--- src/rtl/dsb_addsub.sv ---
module dsb_addsub #(
  parameter int W = 8
) (
  input  logic         clk,
  input  logic         rst_n,
  input  logic [W-1:0] op_a,
  input  logic [W-1:0] op_b,
  input  logic         sub,
  output logic [W-1:0] sum,
  output logic         ovf_pos,
  output logic         ovf_neg,
  output logic         ovf
);
  localparam int XW = W + 1;

  logic [XW-1:0] ext_a, ext_b, b_eff, tot;
  logic [1:0]    signs;

  assign ext_a = {op_a[W-1], op_a};
  assign ext_b = {op_b[W-1], op_b};
  assign b_eff = sub ? ~ext_b : ext_b;
  assign tot   = ext_a + b_eff + {{W{1'b0}}, sub};
  assign signs = tot[XW-1:XW-2];

  always_ff @(posedge clk or negedge rst_n) begin
    if (!rst_n) begin
      sum     <= '0;
      ovf_pos <= 1'b0;
      ovf_neg <= 1'b0;
      ovf     <= 1'b0;
    end else begin
      sum     <= tot[W-1:0];
      ovf_pos <= (signs == 2'b01);
      ovf_neg <= (signs == 2'b10);
      ovf     <= signs[1] ^ signs[0];
    end
  end


  combined_flag_chk: assert property (@(posedge clk) disable iff (!rst_n)
    ovf == (ovf_pos | ovf_neg));


  one_direction_chk: assert property (@(posedge clk) disable iff (!rst_n)
    $onehot0({ovf_pos, ovf_neg}));


  mixed_sign_add_chk: assert property (@(posedge clk) disable iff (!rst_n)
    (!sub && (op_a[W-1] != op_b[W-1])) |=> !ovf);


  pos_pair_chk: assert property (@(posedge clk) disable iff (!rst_n)
    (!sub && !op_a[W-1] && !op_b[W-1]) |=> !ovf_neg);


  neg_pair_chk: assert property (@(posedge clk) disable iff (!rst_n)
    (!sub && op_a[W-1] && op_b[W-1]) |=> !ovf_pos);


  self_sub_chk: assert property (@(posedge clk) disable iff (!rst_n)
    (sub && (op_a == op_b)) |=> (sum == '0 && !ovf));
endmodule

--- config.mk ---
export PLATFORM = sky130hd
export DESIGN_NAME = dsb_addsub
export DESIGN_NICKNAME = d
export VERILOG_FILES = /design/src/rtl/dsb_addsub.sv
export SDC_FILE = /design/constraint.sdc
export NUM_CORES = 1
export LEC_CHECK = 0
export BUFFER_PORTS_ARGS = -buffer_cell sky130_fd_sc_hd__buf_4
export CORE_MARGIN = 2
export CORE_UTILIZATION = 49
export DETAILED_ROUTE_END_ITERATION = 6
export PLACE_DENSITY_LB_ADDON = 0.2
export SLEW_MARGIN = 40
export SYNTH_ARGS = -nofsm -noshare
export SYNTH_HDL_FRONTEND = slang
export SYNTH_SLANG_ARGS = --single-unit
--- constraint.sdc ---
create_clock -name clk -period 0.8 [get_ports clk]
set_clock_uncertainty 0.05 [all_clocks]
set_input_delay 0.12 -clock clk [delete_from_list [all_inputs] [get_ports clk]]
set_output_delay 0.12 -clock clk [all_outputs]
set_load 0.02 [all_outputs]
==> impl_metrics.json <==
{
  "layout_setup_ws_ps": -970,
  "fin_util_pct": 97.2,
  "fp.dieArea_mm2": 0.00180,
  "drc_errors": 0,
  "worst_pin_slew_ps": 276,
  "cts_buffers": 3,
  "clkPwrFrac_pct": 13.6,
  "final.setup.tns_ps": -8340,
  "critPathRequiredTime_ps": 930,
  "boundaryPins": 30,
  "fin_crit_ps": 1770,
  "switching_power_mw": 1.18,
  "cts-root-buf": "clkbuf_4",
  "wl_per_cell_um": 26.1,
  "yosys_warnings": 0,
  "yosys.area.top_type": "dfrtp_1",
  "syn-cell-area_um2": 724,
  "via_count": 838,
  "globalRouteOverflowTotal": 0,
  "cts_buffer_depth": 2,
  "grt.total_usage_pct": 33.5,
  "synth_top_area_share_pct": 38.0,
  "p_leak_nw": 0.644,
  "finalCritPeriodShare_pct": 221,
  "seqPwrFrac_pct": 27.6,
  "critPathMaxStageDelay_ps": 320,
  "numPortBuffers": 29,
  "hold_viol": 0,
  "pwr-share-comb_pct": 58.8,
  "drt.antenna.violating_nets": 0,
  "cp.arrival_ps": 1900,
  "area_growth_pct": 78.9,
  "rsz0062_at_grt": "true",
  "first_iter_violations": 59,
  "cts_htree_levels": 1,
  "wl_um": 3520,
  "synthCells": 66,
  "path_clk_slew_ps": 70,
  "status": "complete, but fails checks",
  "p_per_area_mw_per_mm2": 2270,
  "worstHoldPathType": "in2reg",
  "critPathSlowestCell": "fa_2",
  "path_class": "in2reg",
  "relSlewSlack_pct": 81.2,
  "end_kind": "flop",
  "synthDistinctLibCells": 22,
  "crit_path_start_kind": "input pin",
  "crit_path_cell_trace": "buf_4 -> mux2i_2 -> fa_2 -> nor2b_4 -> o311ai_4 -> nand2_2 -> a32o_1 -> ha_1 -> inv_2",
  "slew_violations": 0,
  "die_h_um": 42.5,
  "grt_pass1_vias": 867,
  "synth_area_leaders": "dfrtp_1, ha_1, xor2_1, xnor2_1, a21oi_1",
  "p_total_mw": 2.94,
  "initial_core_util_pct": 54.3,
  "worstHoldPathCells": 2,
  "place_ws_ps": -1180,
  "rows": 13,
  "hpwlAfterDp_um": 1400,
  "cts_tree": "done",
  "dieWidth_um": 42.5,
  "coreArea_mm2": 0.00133,
  "cts.sinks": 11,
  "ir_drop_mv": 1.23,
  "dr.pass1.iters": 4,
  "gp_congestion": 0.851,
  "vias_per_cell": 6.21,
  "syn_nets": 95,
  "fillCellCount": 21,
  "violations": "setup timing",
  "antenna_found_initial": 0,
  "path_max_fanout": 2,
  "finalSetupViolations": 21,
  "fmax_mhz": 565,
  "cap_violations": 0,
  "p_int_mw": 1.76,
  "switching_share_pct": 40.2,
  "diodes": 0,
  "nets": 150,
  "ys_seq_elements": 11,
  "drive_gt1_share_pct": 60.0,
  "avgSynthCellArea_um2": 11.0,
  "grt_max_degree": 12,
  "yosysSeqAreaShare_pct": 38.0,
  "grt_pass1_wl_um": 4350
}
## cells in the final DEF (no fill, tap or decap), drive strengths merged
| cell type | Yosys | final |
|---|---|---|
| xor2 | 11 | 11 |
| nand2b | 1 | 1 |
| inv | 5 | 5 |
| fa | 1 | 1 |
| mux2i | 1 | 1 |
| nand2 | 4 | 4 |
| dfrtp | 11 | 11 |
| ha | 9 | 9 |
| nor2 | 2 | 2 |
| a32oi | 1 | 1 |
| or3b | 1 | 1 |
| o311ai | 1 | 1 |
| o21ai | 2 | 2 |
| xnor2 | 4 | 4 |
| nor2b | 1 | 1 |
| a32o | 1 | 1 |
| o211ai | 1 | 1 |
| clkbuf | 0 | 4 |
| buf | 1 | 50 |
| o21a | 2 | 2 |
| dlygate4sd3 | 0 | 1 |
| a21oi | 6 | 6 |
## final timing paths
kind                          from     end
setup / recovery           op_b[0]     ovf
hold / removal             op_a[0]  sum[0]
max in group asynchronous    rst_n  sum[5]
min in group asynchronous    rst_n  sum[6]
## layout make-up
cell class / count / area, um2 / area share (%)
Multi-Input combinational cell: 49 / 514 / 39.7
Timing Repair Buffer: 51 / 443 / 34.2
Sequential cell: 11 / 275 / 21.2
Clock buffer: 4 / 26.3 / 2.03
Inverter: 5 / 18.8 / 1.45
Tap cell: 15 / 18.8 / 1.45
## critical path, delay by kind of cell
family / cells / cell delay (ps)
muxes: 1 / 300
AOI/OAI and AO/OA: 2 / 510
and+or+nand+nor: 2 / 190
adders and majority gates: 2 / 620
buffers and inverters: 2 / 140
## flip-flops by register name, summed over array words and instances, names as in the netlist
| register | count |
|---|---|
| sum | 8 |
| ovf_neg | 1 |
| ovf_pos | 1 |
| ovf | 1 |
## metal layers
metal,vias to the layer above,share of wire (%),global-route usage [%]
met5,-,0,0
met4,0,9.7,25.6
met3,34,11,6.47
met2,97,47,52.6
met1,374,32,39.6
li1,333,-,-
## cells by family (layout without fill, tap and decap cells)
logic type,count (synthesis),after routing,share of synthesized area [%]
AOI/OAI and AO/OA,14,14,13.5
xor gates and xnor gates,15,15,18.1
adders and majority gates,10,10,18.3
buffers and inverters,6,60,4.15
DFF,11,11,38.0
muxes,1,1,1.90
and+or+nand+nor,9,9,6.05
## Yosys cell counts
master	instances
nor2b_1	1
ha_1	9
nand2_1	4
o211ai_1	1
a32oi_1	1
mux2i_2	1
xnor2_1	4
o21ai_2	1
fa_1	1
buf_6	1
inv_1	5
or3b_2	1
xor2_1	11
a21oi_2	1
a21oi_1	5
o21a_1	2
o311ai_1	1
nand2b_1	1
a32o_1	1
nor2_1	2
o21ai_0	1
dfrtp_1	11
## what timing repair did
item | CTS | global route
hold buffers | 1 | 0
setup endpoints to repair | 21 | 21
pin swaps | 9 | 3
resized for setup | 22 | 7
buffers inserted | 2 | 1
hold endpoints to repair | 12 | 0
## stage by stage
stage	hold slack [ps]	instances	cell area, um2
final	7.22	135	1300
after global routing	3.41	135	1300
after CTS	-3.21	134	1250
after detailed placement	-95.8	127	1100
after global placement	-99.7	127	1100
after floorplan	-226	66	746
## power groups by stage
stage / Sequential, mW / Combinational [mW] / Clock, mW
after global routing: 0.825 / 1.79 / 0.423
after detailed placement: 0.782 / 1.24 / 0
final: 0.813 / 1.73 / 0.400
after floorplan: 0.998 / 0.434 / 0
after global placement: 0.768 / 1.19 / 0
after CTS: 0.806 / 1.45 / 0.375
No activity file was read; power rests on OpenSTA's default activity.
